**config.mk**
```make
export PLATFORM = sky130hd
export DESIGN_NAME = ifetch_dbuf
export DESIGN_NICKNAME = d
export VERILOG_FILES = /design/src/rtl/ifetch_pkg.sv /design/src/rtl/ifetch_bus_timer.sv /design/src/rtl/ifetch_word_buf.sv /design/src/rtl/ifetch_dbuf.sv
export SDC_FILE = /design/constraint.sdc
export NUM_CORES = 1
export LEC_CHECK = 0
export ABC_AREA = 1
export ABC_CLOCK_PERIOD_IN_PS = 4300
export BUFFER_PORTS_ARGS = -buffer_cell sky130_fd_sc_hd__buf_4
export CAP_MARGIN = 20
export CORE_MARGIN = 2
export CORE_UTILIZATION = 45
export DETAILED_ROUTE_END_ITERATION = 6
export GPL_TIMING_DRIVEN = 0
export PLACE_DENSITY = 0.76
export SLEW_MARGIN = 20
export SYNTH_ARGS = -nofsm -noshare
export SYNTH_HDL_FRONTEND = slang
export SYNTH_SLANG_ARGS = --single-unit
```
**constraint.sdc**
```tcl
create_clock -name clk -period 4.3 [get_ports clk]
set_clock_uncertainty 0.05 [all_clocks]
set_input_delay 0.215 -clock clk [delete_from_list [all_inputs] [get_ports clk]]
set_output_delay 0.215 -clock clk [all_outputs]
set_load 0.02 [all_outputs]
```
**src/rtl/ifetch_pkg.sv**
```systemverilog
package ifetch_pkg;

  typedef enum logic [1:0] {
    PH_RUN     = 2'd0,
    PH_JWAIT   = 2'd1,
    PH_JTGT    = 2'd2,
    PH_JREFILL = 2'd3
  } phase_t;

  typedef enum logic [1:0] {
    OWN_NONE = 2'd0,
    OWN_INSN = 2'd1,
    OWN_DATA = 2'd2
  } owner_t;

  // Byte lane k of a little-endian word.
  function automatic logic [7:0] pick_byte(input logic [31:0] w, input logic [1:0] k);
    return w[{k, 3'b000} +: 8];
  endfunction

  // Empty buffer slots after this edge, counting a completing fill and a swap.
  function automatic int free_slots(input logic f0, input logic f1,
                                    input logic fill_now, input logic swap_now);
    return 2 - int'(f0) - int'(f1) - int'(fill_now) + int'(swap_now);
  endfunction

endpackage

```
**src/rtl/ifetch_bus_timer.sv**
```systemverilog
module ifetch_bus_timer #(
  parameter int LAT = 5
) (
  input  logic clk,
  input  logic rst,
  input  logic start,
  output logic busy,
  output logic last
);
  localparam int CW = (LAT > 2) ? $clog2(LAT) : 1;

  logic [CW-1:0] cnt;

  assign last = busy && (cnt == CW'(LAT - 1));

  always_ff @(posedge clk) begin
    if (rst) begin
      busy <= 1'b0;
      cnt  <= '0;
    end else if (start) begin
      busy <= 1'b1;
      cnt  <= '0;
    end else if (last) begin
      busy <= 1'b0;
    end else if (busy) begin
      cnt  <= cnt + CW'(1);
    end
  end
endmodule

```
**src/rtl/ifetch_word_buf.sv**
```systemverilog
module ifetch_word_buf #(
  parameter int WORD_W = 32
) (
  input  logic              clk,
  input  logic              rst,
  input  logic              clear,
  input  logic              load,
  input  logic [WORD_W-1:0] din,
  output logic              full,
  output logic [WORD_W-1:0] dout
);
  always_ff @(posedge clk) begin
    if (rst) begin
      full <= 1'b0;
      dout <= '0;
    end else if (clear) begin
      full <= 1'b0;
    end else if (load) begin
      full <= 1'b1;
      dout <= din;
    end
  end
endmodule

```
**src/rtl/ifetch_dbuf.sv**
```systemverilog
module ifetch_dbuf
  import ifetch_pkg::*;
#(
  parameter int                ADDR_W    = 16,
  parameter int                MEM_LAT   = 5,
  parameter logic [ADDR_W-1:0] RESET_VEC = 'h100
) (
  input  logic              clk,
  input  logic              rst,
  output logic              byte_valid,
  output logic [7:0]        byte_out,
  input  logic              byte_take,
  input  logic              jump,
  input  logic [ADDR_W-1:0] jump_addr,
  input  logic              d_req,
  input  logic              d_write,
  input  logic [ADDR_W-1:0] d_addr,
  input  logic [31:0]       d_wdata,
  output logic              d_done,
  output logic [31:0]       d_rdata,
  output logic              mem_valid,
  output logic              mem_write,
  output logic [ADDR_W-1:0] mem_addr,
  output logic [31:0]       mem_wdata,
  input  logic [31:0]       mem_rdata
);
  localparam int WORD_BYTES = 4;
  localparam int WORD_W     = WORD_BYTES * 8;
  localparam int NBUF       = 2;
  localparam logic [ADDR_W-1:0] STEP = ADDR_W'(WORD_BYTES);

  phase_t            phase;
  owner_t            owner;
  logic              cs;
  logic [1:0]        ptr;
  logic [ADDR_W-1:0] fa;
  logic [ADDR_W-1:0] tgt;
  logic [ADDR_W-1:0] tgt_word;

  logic              bus_busy, bus_last, bus_free;
  logic              acc_start, d_grant, if_grant;
  logic [ADDR_W-1:0] issue_addr;
  logic              done_insn, fill_now, tgt_done, take_ok, swap_now, cur_full;
  logic              fill_idx;
  logic [NBUF-1:0]   buf_full, buf_clr, buf_ld;
  logic [WORD_W-1:0] buf_data [NBUF];

  ifetch_bus_timer #(.LAT(MEM_LAT)) u_timer (
    .clk(clk), .rst(rst), .start(acc_start), .busy(bus_busy), .last(bus_last)
  );

  for (genvar gi = 0; gi < NBUF; gi++) begin : g_buf
    ifetch_word_buf #(.WORD_W(WORD_W)) u_buf (
      .clk(clk), .rst(rst), .clear(buf_clr[gi]), .load(buf_ld[gi]),
      .din(mem_rdata), .full(buf_full[gi]), .dout(buf_data[gi])
    );
  end

  assign tgt_word   = {tgt[ADDR_W-1:2], 2'b00};
  assign bus_free   = !bus_busy || bus_last;
  assign done_insn  = bus_last && (owner == OWN_INSN);
  assign d_done     = bus_last && (owner == OWN_DATA);
  assign d_rdata    = mem_rdata;
  assign mem_valid  = bus_busy;

  assign cur_full   = buf_full[cs];
  assign byte_valid = cur_full;
  assign byte_out   = pick_byte(buf_data[cs], ptr);
  assign take_ok    = byte_take && byte_valid && !jump;
  assign swap_now   = take_ok && (ptr == 2'd3);
  assign fill_now   = done_insn && (phase != PH_JWAIT) && !jump;
  assign fill_idx   = cur_full ? ~cs : cs;
  assign tgt_done   = done_insn && (phase == PH_JTGT) && !jump;

  always_comb begin
    for (int i = 0; i < NBUF; i++) begin
      buf_clr[i] = jump || (swap_now && (cs == 1'(i)));
      buf_ld[i]  = fill_now && (fill_idx == 1'(i));
    end
  end

  // Port arbitration: one access at a time, data first while running.
  always_comb begin
    d_grant    = 1'b0;
    if_grant   = 1'b0;
    issue_addr = fa;
    if (!jump && bus_free) begin
      unique case (phase)
        PH_RUN: begin
          if (d_req && !d_done) begin
            d_grant    = 1'b1;
            issue_addr = d_addr;
          end else if (free_slots(buf_full[0], buf_full[1], fill_now, swap_now) > 0) begin
            if_grant   = 1'b1;
          end
        end
        PH_JWAIT: begin
          if_grant   = 1'b1;
          issue_addr = tgt_word;
        end
        PH_JTGT: begin
          if (tgt_done) begin
            if_grant   = 1'b1;
            issue_addr = tgt_word + STEP;
          end
        end
        default: ;
      endcase
    end
  end

  assign acc_start = d_grant || if_grant;

  always_ff @(posedge clk) begin
    if (rst) begin
      phase     <= PH_RUN;
      owner     <= OWN_NONE;
      cs        <= 1'b0;
      ptr       <= 2'd0;
      fa        <= RESET_VEC;
      tgt       <= '0;
      mem_addr  <= '0;
      mem_write <= 1'b0;
      mem_wdata <= '0;
    end else begin
      if (acc_start) begin
        owner     <= d_grant ? OWN_DATA : OWN_INSN;
        mem_addr  <= issue_addr;
        mem_write <= d_grant && d_write;
        mem_wdata <= d_wdata;
      end else if (bus_last) begin
        owner     <= OWN_NONE;
      end

      if (jump) begin
        phase <= PH_JWAIT;
        tgt   <= jump_addr;
        ptr   <= 2'd0;
      end else begin
        unique case (phase)
          PH_RUN:     if (if_grant) fa <= fa + STEP;
          PH_JWAIT:   if (if_grant) phase <= PH_JTGT;
          PH_JTGT:    if (tgt_done) phase <= PH_JREFILL;
          PH_JREFILL: if (done_insn) begin
            phase <= PH_RUN;
            fa    <= tgt_word + STEP + STEP;
          end
          default: ;
        endcase

        if (swap_now) begin
          cs  <= ~cs;
          ptr <= 2'd0;
        end else if (fill_now && !cur_full) begin
          ptr <= (phase == PH_JTGT) ? tgt[1:0] : 2'd0;
        end else if (take_ok) begin
          ptr <= ptr + 2'd1;
        end
      end
    end
  end
endmodule

```
==> out/qor.txt, run 1 <==
Critical R2R Launch: cs$_SDFFE_PP0P_
Initial antenna violation count: 0
Top-Level Pins: 194
Synth unique cells: 41
Die Ht: 135 um
Final Hold Fails: 0
Final setup fails: 0
CP dominant cell by count: nand2_1
EDFF count, synth: 0
Routed vias/inst: 5.26
Num rows: 47
Worst vdd ir: 0.000291 V
Hold path cells: 3
Clock root cell: clkbuf_16
Max_cap viols: 0
Antenna cells: 0
GPL Wtd Cong: 0.925
WL per Instance: 15.6 um
Yosys reg bits: 156
Worst-path cell chain: nand2_1 -> o21ai_0 -> nand3_1 -> inv_1 -> nand2_1 -> inv_1 -> fa_1 -> ha_1 -> ha_1 -> inv_1 -> ha_1 -> a21oi_1 -> nand2_1 -> o21ai_2 -> nand3_2 -> nand2_1 -> nand2_2 -> buf_6 -> o21ai_0 -> nor2_1
Core ar.: 16600 um^2
Critical path arrival: 4070 ps
Worst reg-to-reg path cell count: 20
Via count: 8121
Worst Path Max Fanout: 10
Synthesized area: 7690 um^2
Syn nets: 1175
DRC Markers: 0
PD cells: 362 nW/um^2
Outcome: complete, no violations
R2R setup slack: 490 ps
DRT Pass-1 Iters: 5
Static Leakage: 4.47 nW
Tmin final: 3810 ps
Post-layout util: 62.6%
Die width: 135 um
Post-CTS Setup Bufs: 0
Worst setup EP type: register
CTS buffer count: 17
Maximum clock insertion buffer count: 2
Initial drt markers: 686
Hold Path Origin: jump_addr[11]
Drt total wl: 24100 um
Tot GR Track Use: 26.4%
Final worst slack: 489 ps
Max Slew Vio Count: 0
Critical Path RT: 4560 ps
Die area: 18200 um^2
Mapped Avg Cell Area: 7.24 um^2
Yosys warnings: 0
Post-place setup slack: 384 ps
Fillers: 1505
CP peak stage delay: 530 ps
Hold endpoint: tgt[11]$_SDFFE_PP0P_
Worst slew margin: 58.2%
Sink Count: 156
Slowest CP cell: dfxtp_1
H-tree depth: 4
Hold/Removal Path Class: in -> reg
RSZ-0062 raised after global routing: no
Final TNS setup: 0 ps
Pin count of the biggest net entering global routing: 17
Main synth FF type: dfxtp_1
DPL Wire Length: 17300 um
Port bufs: 193
First-pass GRT wire length: 37900 um
Post-Synthesis Cells: 1063
CP startpoint kind: register
Fin nets: 1424
Routed Antenna Nets: 0
Clk slew on worst S/H paths: 70 ps
GRT overflow: 0
Async set or reset register ratio after synthesis: 0%
Clk_lat worst skew: 430 ps
Worst R2R End: fa[6]$_SDFFE_PP0P_
TritonCTS clock tree: done
P&R area growth vs syn: 35.5%
Post-CTS resize count: 0
Commonest cells after routing, fill and taps aside: buf_4, nand2_1, dfxtp_1, o21ai_0, inv_1
Vias in the first global route: 7656
Share of layout cells above drive strength 1: 22.9%
Total power: 3.77 mW
Fmax: 0.262 GHz
Tcrit/Tclk final: 88.6%
CP Class: reg -> reg
Sequential share of the synthesized area: 40.6%
Most common cell after layout, fill and taps aside: buf_4
Initial Util: 46.2%
Worst Tran Pin Value: 627 ps
[Yosys cell counts (2+ instances only)]
| cell type | n | area share [%] |
|---|---|---|
| buf_6 | 6 | 0.88 |
| buf_4 | 38 | 3.7 |
| a22o_1 | 32 | 3.6 |
| nand2_2 | 8 | 0.65 |
| nand3_4 | 2 | 0.46 |
| nor2_4 | 4 | 0.59 |
| a21oi_1 | 125 | 8.1 |
| xor2_1 | 4 | 0.46 |
| buf_2 | 5 | 0.33 |
| nor2_1 | 52 | 2.5 |
| or2_2 | 2 | 0.16 |
| dfxtp_1 | 156 | 41 |
| inv_2 | 2 | 0.098 |
| buf_1 | 2 | 0.098 |
| nand2_1 | 194 | 9.5 |
| a21boi_2 | 2 | 0.29 |
| nand3_2 | 2 | 0.26 |
| o211ai_1 | 2 | 0.20 |
| nand3_1 | 49 | 3.2 |
| nor2_2 | 5 | 0.41 |
| clkbuf_1 | 39 | 1.9 |
| a31oi_1 | 22 | 1.8 |
| a221oi_1 | 9 | 1.0 |
| ha_1 | 9 | 1.5 |
| xnor2_1 | 2 | 0.23 |
| clkinv_1 | 2 | 0.098 |
| o21ai_0 | 137 | 8.9 |
| o21ai_2 | 3 | 0.34 |
| nand4_1 | 5 | 0.41 |
| inv_1 | 132 | 6.4 |
[registers in the layout, indices dropped and copies added (netlist names), 3 cells and up]
register,cells
g_buf.u_buf.dout,64
u_timer.cnt,3
tgt,16
mem_wdata,32
mem_addr,16
fa,14
[metrics by stage]
step                      std cells  area (um^2)  hold slack, ps
after global routing           1545        10400            24.2
after global placement         1476         9420             375
after CTS                      1546        10400            8.69
final                          1545        10400            15.2
after floorplan                1063         7690             290
after detailed placement       1476         9420             377
[report_power, final]
group | internal, mW | switching [mW]
logic | 0.275 | 0.334
clock network | 0.940 | 0.661
registers | 1.51 | 0.0493
total | 2.73 | 1.04
[logic make-up (layout without fill, tap and decap cells)]
group,after synthesis,in the layout,share of synthesized area [%]
AO/OA/AOI/OAI,337,337,24.8
XOR/XNOR,6,6,0.683
adder cells (fa/ha/maj),10,10,1.72
buffers and inverters,226,488,13.5
flip-flops,156,156,40.6
AND/OR/NAND/NOR,328,328,18.7
[cell type report]
class                      count  area [um^2]  share of cell area (%)
tap                          220          275                    2.64
clock buffer                  18          429                    4.12
timing repair buffer         231         1830                    17.5
sequential                   156         3120                    30.0
buffer                        89          528                    5.06
clock inverter                14          200                    1.92
multi-input combinational    681         3530                    33.9
inverter                     136          510                    4.90
[repair_timing]
item	4_1_cts	5_1_grt
endpoints found under the hold margin	38	0
hold buffers	38	0
setup endpoints to repair	0	5
[layer usage]
layer	global-route usage, %	wire length [um]	up-vias
met5	0	0	-
met1	32.2	9790	3719
met3	6.19	1780	68
met4	11.6	850	0
met2	44.6	11700	342
li1	-	-	3992
[how the worst max path moves through the flow]
| stage | startpoint | end | slack, ps | depth (start not counted) |
|---|---|---|---|---|
| 2_1_floorplan | cs$_SDFFE_PP0P_ | mem_wdata[0]$_SDFFE_PP0P_ | 540 | 19 |
| 3_3_place_gp | cs$_SDFFE_PP0P_ | fa[11]$_SDFFE_PP0P_ | 420 | 21 |
| 3_5_place_dp | cs$_SDFFE_PP0P_ | fa[11]$_SDFFE_PP0P_ | 380 | 21 |
| 4_1_cts | cs$_SDFFE_PP0P_ | fa[11]$_SDFFE_PP0P_ | 360 | 21 |
| 5_1_grt | cs$_SDFFE_PP0P_ | fa[6]$_SDFFE_PP0P_ | 120 | 20 |
| 6_report | cs$_SDFFE_PP0P_ | fa[6]$_SDFFE_PP0P_ | 490 | 20 |
[critical path: cells and delay by family (launching register included)]
kind | cells | cell delay (ps)
fa+ha+maj | 4 | 1010
buf+inv | 4 | 470
flops | 1 | 530
compound gates | 4 | 750
simple gates | 8 | 890
(Power assumes the default switching activity.)
==> run 2, diff against run 1 <==
BUFFER_PORTS_ARGS = unset   (was -buffer_cell sky130_fd_sc_hd__buf_4)
CORE_ASPECT_RATIO = 1.4   (was unset)
DONT_BUFFER_PORTS = 1   (was unset)
PLACE_DENSITY = 0.67   (was 0.76)
==> out/qor.txt, run 2 (synthesis gave the netlist of run 1 again) <==
Sink Count: 156
Antenna cells: 0
RSZ-0062 raised after global routing: no
Fmax: 0.264 GHz
Commonest cells after routing, fill and taps aside: nand2_1, dfxtp_1, o21ai_0, inv_1, a21oi_1
Initial antenna violation count: 0
Most common cell after layout, fill and taps aside: nand2_1
WL per Instance: 16.8 um
R2R setup slack: 510 ps
Fillers: 1598
Worst Tran Pin Value: 599 ps
Worst slew margin: 59.9%
Final Cell Area: 9420 um^2
Worst vdd ir: 0.000221 V
GPL Wtd Cong: 0.899
Clk network pwr share: 42.6%
Largest regs: g_buf.u_buf.dout x64, mem_wdata x32
Final worst slack: 510 ps
Top-Level Pins: 194
Routed Antenna Nets: 0
CP startpoint kind: register
Critical path arrival: 4070 ps
Fin nets: 1281
Maximum clock insertion buffer count: 2
Die width: 115 um
Total power: 3.57 mW
Critical Path RT: 4580 ps
Core ar.: 16700 um^2
H-tree depth: 4
Initial Util: 46.0%
CP Class: reg -> reg
Static Leakage: 3.70 nW
PD cells: 379 nW/um^2
Vias in the first global route: 7409
Die area: 18200 um^2
Outcome: complete, no violations
Clock root cell: clkbuf_16
CTS buffer count: 17
Internal power: 2.56 mW
Placed Area: 7950 um^2
Pin count of the biggest net entering global routing: 17
DRC Markers: 0
Tmin final: 3790 ps
Max Slew Vio Count: 0
DPL Wire Length: 16900 um
Hold/Removal Path Class: in -> reg
Clk slew on worst S/H paths: 60 ps
Via count: 7401
Worst setup EP type: register
Tcrit/Tclk final: 88.1%
Share of layout cells above drive strength 1: 9.48%
Drt total wl: 23200 um
Sw frac: 28.3%
Routed vias/inst: 5.35
P&R area growth vs syn: 22.4%
Num rows: 56
Initial drt markers: 564
Largest register FFs: 64
Clk_lat worst skew: 430 ps
Max_cap viols: 0
First-pass GRT wire length: 37000 um
Worst Path Max Fanout: 10
TritonCTS clock tree: done
DRT Pass-1 Iters: 5
GRT overflow: 0
Final setup fails: 0
Die Ht: 159 um
Tot GR Track Use: 25.7%
Post-place setup slack: -112 ps
Comb pwr share: 11.8%
Port bufs: 0
Reg power frac: 45.6%
Final Hold Fails: 0
Sw Pwr: 1.01 mW
Largest Register: g_buf.u_buf.dout
==> run 2: cell types whose count changed in the layout (fill, tap and decap cells not counted), sizes merged, moves of 2 or more <==
cell	delta
buf	-193
dlygate4sd3	+50
clkinvlp	+2
inv	-2
==> run 2: cell type report <==
type / count / area (um^2) / share of cell area [%]
clock buffers: 17 / 425 / 4.52
inverters: 136 / 510 / 5.42
repair buffers: 88 / 881 / 9.35
multi-input cells: 681 / 3530 / 37.5
clock inverters: 14 / 163 / 1.73
well taps: 203 / 254 / 2.70
flip-flops and latches: 156 / 3120 / 33.2
plain buffers: 89 / 528 / 5.61
==> run 2: final timing paths <==
kind                                  startpoint                                  end  depth (start not counted)
max                              cs$_SDFFE_PP0P_                  fa[11]$_SDFFE_PP0P_                         20
min                                   d_addr[11]            mem_addr[11]$_SDFFE_PP0P_                          4
max reg2reg                      cs$_SDFFE_PP0P_                  fa[11]$_SDFFE_PP0P_                         20
min reg2reg  g_buf[1].u_buf.dout[9]$_SDFFE_PP0P_  g_buf[1].u_buf.dout[9]$_SDFFE_PP0P_                          2
==> run 2: critical path: stages (launching register included) <==
cell and delay (ps):
dfxtp_1 530, nand2_1 140, o21ai_2 190, nand3_1 210, inv_1 120, nand2_1 110, inv_1 110, fa_1 420
ha_1 190, ha_1 170, inv_1 50, ha_1 210, a21oi_1 140, nand2_1 80, o21ai_2 190, nand3_2 100
a21boi_2 230, buf_4 230, nand3_1 100, nand2_1 80, inv_1 30
==> run 2: power by group through the flow <==
stage	Combinational, mW	Clock (mW)	Sequential [mW]
2_1_floorplan	0.273	0	1.64
3_3_place_gp	0.338	0	1.66
3_5_place_dp	0.343	0	1.66
4_1_cts	0.417	1.53	1.63
5_1_grt	0.467	1.60	1.64
6_report	0.420	1.52	1.63
==> run 2: timing repair <==
item | CTS | global route
setup endpoints to repair | 54 | 54
cloned | 0 | 0
hold buffers | 88 | 0
endpoints found under the hold margin | 124 | 0
gates resized for setup | 1 | 1
setup buffers | 0 | 0
==> run 2: per-layer routing <==
metal | GRT usage [%] | vias up | wire length (um)
met5 | 0 | - | 0
met4 | 11.8 | 0 | 909
met3 | 6.07 | 59 | 1240
met2 | 46.2 | 224 | 12000
met1 | 28.1 | 3410 | 9030
li1 | - | 3708 | -
==> run 2: per-stage QoR <==
stage	util [%]	TNS [ps]	instances	hold slack [ps]
final	56.2	0	1384	67.5
after global routing	56.2	0	1384	90.4
after CTS	56.2	0	1385	60.6
after detailed placement	47.5	-3340	1266	295
after global placement	47.5	-3740	1266	291
after floorplan	-	0	1063	290
==> run 3, diff against run 2 <==
==> constraint.sdc (replaced) <==
create_clock -name clk -period 4.3 [get_ports clk]
set_clock_uncertainty 0.05 [all_clocks]
set_input_delay 0.86 -clock clk [delete_from_list [all_inputs] [get_ports clk]]
set_output_delay 0.86 -clock clk [all_outputs]
set_load 0.02 [all_outputs]
==> out/qor.txt, run 3 (synthesis gave the netlist of run 1 again) <==
CP Class: reg -> reg
PD cells: 408 nW/um^2
Port bufs: 0
Fmax: 0.265 GHz
Outcome: complete, no violations
Top-Level Pins: 194
Sw Pwr: 0.983 mW
Clk network pwr share: 43.5%
Fin nets: 1193
CP peak stage delay: 530 ps
Static Leakage: 3.33 nW
Antenna cells: 0
DRT Pass-1 Iters: 5
WL per Instance: 17.0 um
Final Cell Area: 8540 um^2
Worst Path Max Fanout: 10
DRC Markers: 0
GRT overflow: 0
First-pass GRT wire length: 35300 um
Tot GR Track Use: 24.6%
Critical path buffer and inverter count: 5
Initial antenna violation count: 0
Num rows: 56
Comb pwr share: 9.9%
Sw frac: 28.2%
Family with the most delay on the worst path: adder cells
Vias in the first global route: 6954
Via count: 7028
Critical path arrival: 4060 ps
Reg power frac: 46.6%
Initial Util: 46.0%
Worst Tran Pin Value: 617 ps
Share of layout cells above drive strength 1: 10.2%
H-tree depth: 4
Worst-path cell chain: nand2_1 -> o21ai_2 -> nand3_1 -> inv_1 -> nand2_1 -> inv_1 -> fa_1 -> ha_1 -> ha_1 -> inv_1 -> ha_1 -> a21oi_1 -> nand2_1 -> o21ai_2 -> nand3_2 -> a21boi_2 -> buf_4 -> nand3_1 -> nand2_1 -> inv_1
Initial drt markers: 453
Die area: 18200 um^2
GPL Wtd Cong: 0.899
Pin count of the biggest net entering global routing: 17
Clock root cell: clkbuf_16
Hold_buf cts: 0
Worst vdd ir: 0.000221 V
Post-CTS Setup Bufs: 0
TritonCTS clock tree: done
Worst slew margin: 58.8%
DPL Wire Length: 16900 um
Core ar.: 16700 um^2
Tmin final: 3780 ps
Slowest CP cell: dfxtp_1
Drt total wl: 22100 um
Commonest cells after routing, fill and taps aside: nand2_1, dfxtp_1, o21ai_0, inv_1, a21oi_1
Clk_lat worst skew: 430 ps
Hold/Removal Path Class: reg -> reg
Worst setup EP type: register
Routed vias/inst: 5.42
CTS buffer count: 17
Maximum clock insertion buffer count: 2
Post-layout util: 51.0%
CP startpoint kind: register
Max_cap viols: 0
Tcrit/Tclk final: 87.9%
Largest Register: g_buf.u_buf.dout
RSZ-0062 raised after global routing: no
WHS: 393 ps
Largest register FFs: 64
P&R area growth vs syn: 10.9%
Routed Antenna Nets: 0
Final Hold Fails: 0
Die width: 115 um
Final setup fails: 0
Die Ht: 159 um
Placed Area: 7950 um^2
Sink Count: 156
Largest regs: g_buf.u_buf.dout x64, mem_wdata x32
Clk slew on worst S/H paths: 70 ps
Max Slew Vio Count: 0
Critical Path RT: 4580 ps
Most common cell after layout, fill and taps aside: nand2_1
Internal power: 2.50 mW
## run 3: path summary, 6_finish.rpt
kind	startpoint	endpoint	slack, ps	cells after the start
worst max-delay path	cs$_SDFFE_PP0P_	fa[11]$_SDFFE_PP0P_	520	20
worst min-delay path	g_buf[1].u_buf.dout[9]$_SDFFE_PP0P_	g_buf[1].u_buf.dout[9]$_SDFFE_PP0P_	390	2
worst max register to register	cs$_SDFFE_PP0P_	fa[11]$_SDFFE_PP0P_	520	20
worst min register to register	g_buf[1].u_buf.dout[9]$_SDFFE_PP0P_	g_buf[1].u_buf.dout[9]$_SDFFE_PP0P_	390	2
## run 3: what timing repair did
item | in CTS | in global routing
gates resized for setup | 1 | 1
endpoints found under the setup margin | 54 | 54
hold endpoints to repair | 0 | 0
cloned | 0 | 0
## run 3: power groups by stage
stage / clock network, mW / logic, mW / registers [mW]
CTS: 1.53 / 0.345 / 1.63
global placement: 0 / 0.338 / 1.66
detailed placement: 0 / 0.343 / 1.66
finish: 1.52 / 0.344 / 1.63
global route: 1.60 / 0.389 / 1.63
floorplan: 0 / 0.273 / 1.64
## run 3: layout make-up
cell class	count	area, um^2
flip-flops and latches	156	3120
well taps	203	254
clock inverters	14	163
inverters	136	510
fillers	1687	8210
clock buffers	17	425
plain buffers	89	528
multi-input cells	681	3530
## run 3: per-stage QoR
stage	setup WS, ps	power [mW]	cells	TNS (ps)
floorplan	536	1.91	1063	0
global placement	-119	2.00	1266	-3740
detailed placement	-112	2.00	1266	-3340
CTS	153	3.51	1297	0
global route	143	3.62	1296	0
finish	521	3.49	1296	0
## run 3: routing by layer
metal | vias up | share of wire, % | track usage (%)
li1 | 3530 | - | -
met1 | 3239 | 39 | 27.0
met2 | 210 | 51 | 43.9
met3 | 49 | 5.6 | 5.99
met4 | 0 | 4.0 | 11.1
met5 | - | 0 | 0
## run 3: worst reg2reg max path, delay by kind of cell, from the launching register on
kind            cells  cell delay (ps)
fa+ha+maj           4              990
buf+inv             5              540
flops               1              530
simple gates        7              820
compound gates      4              750
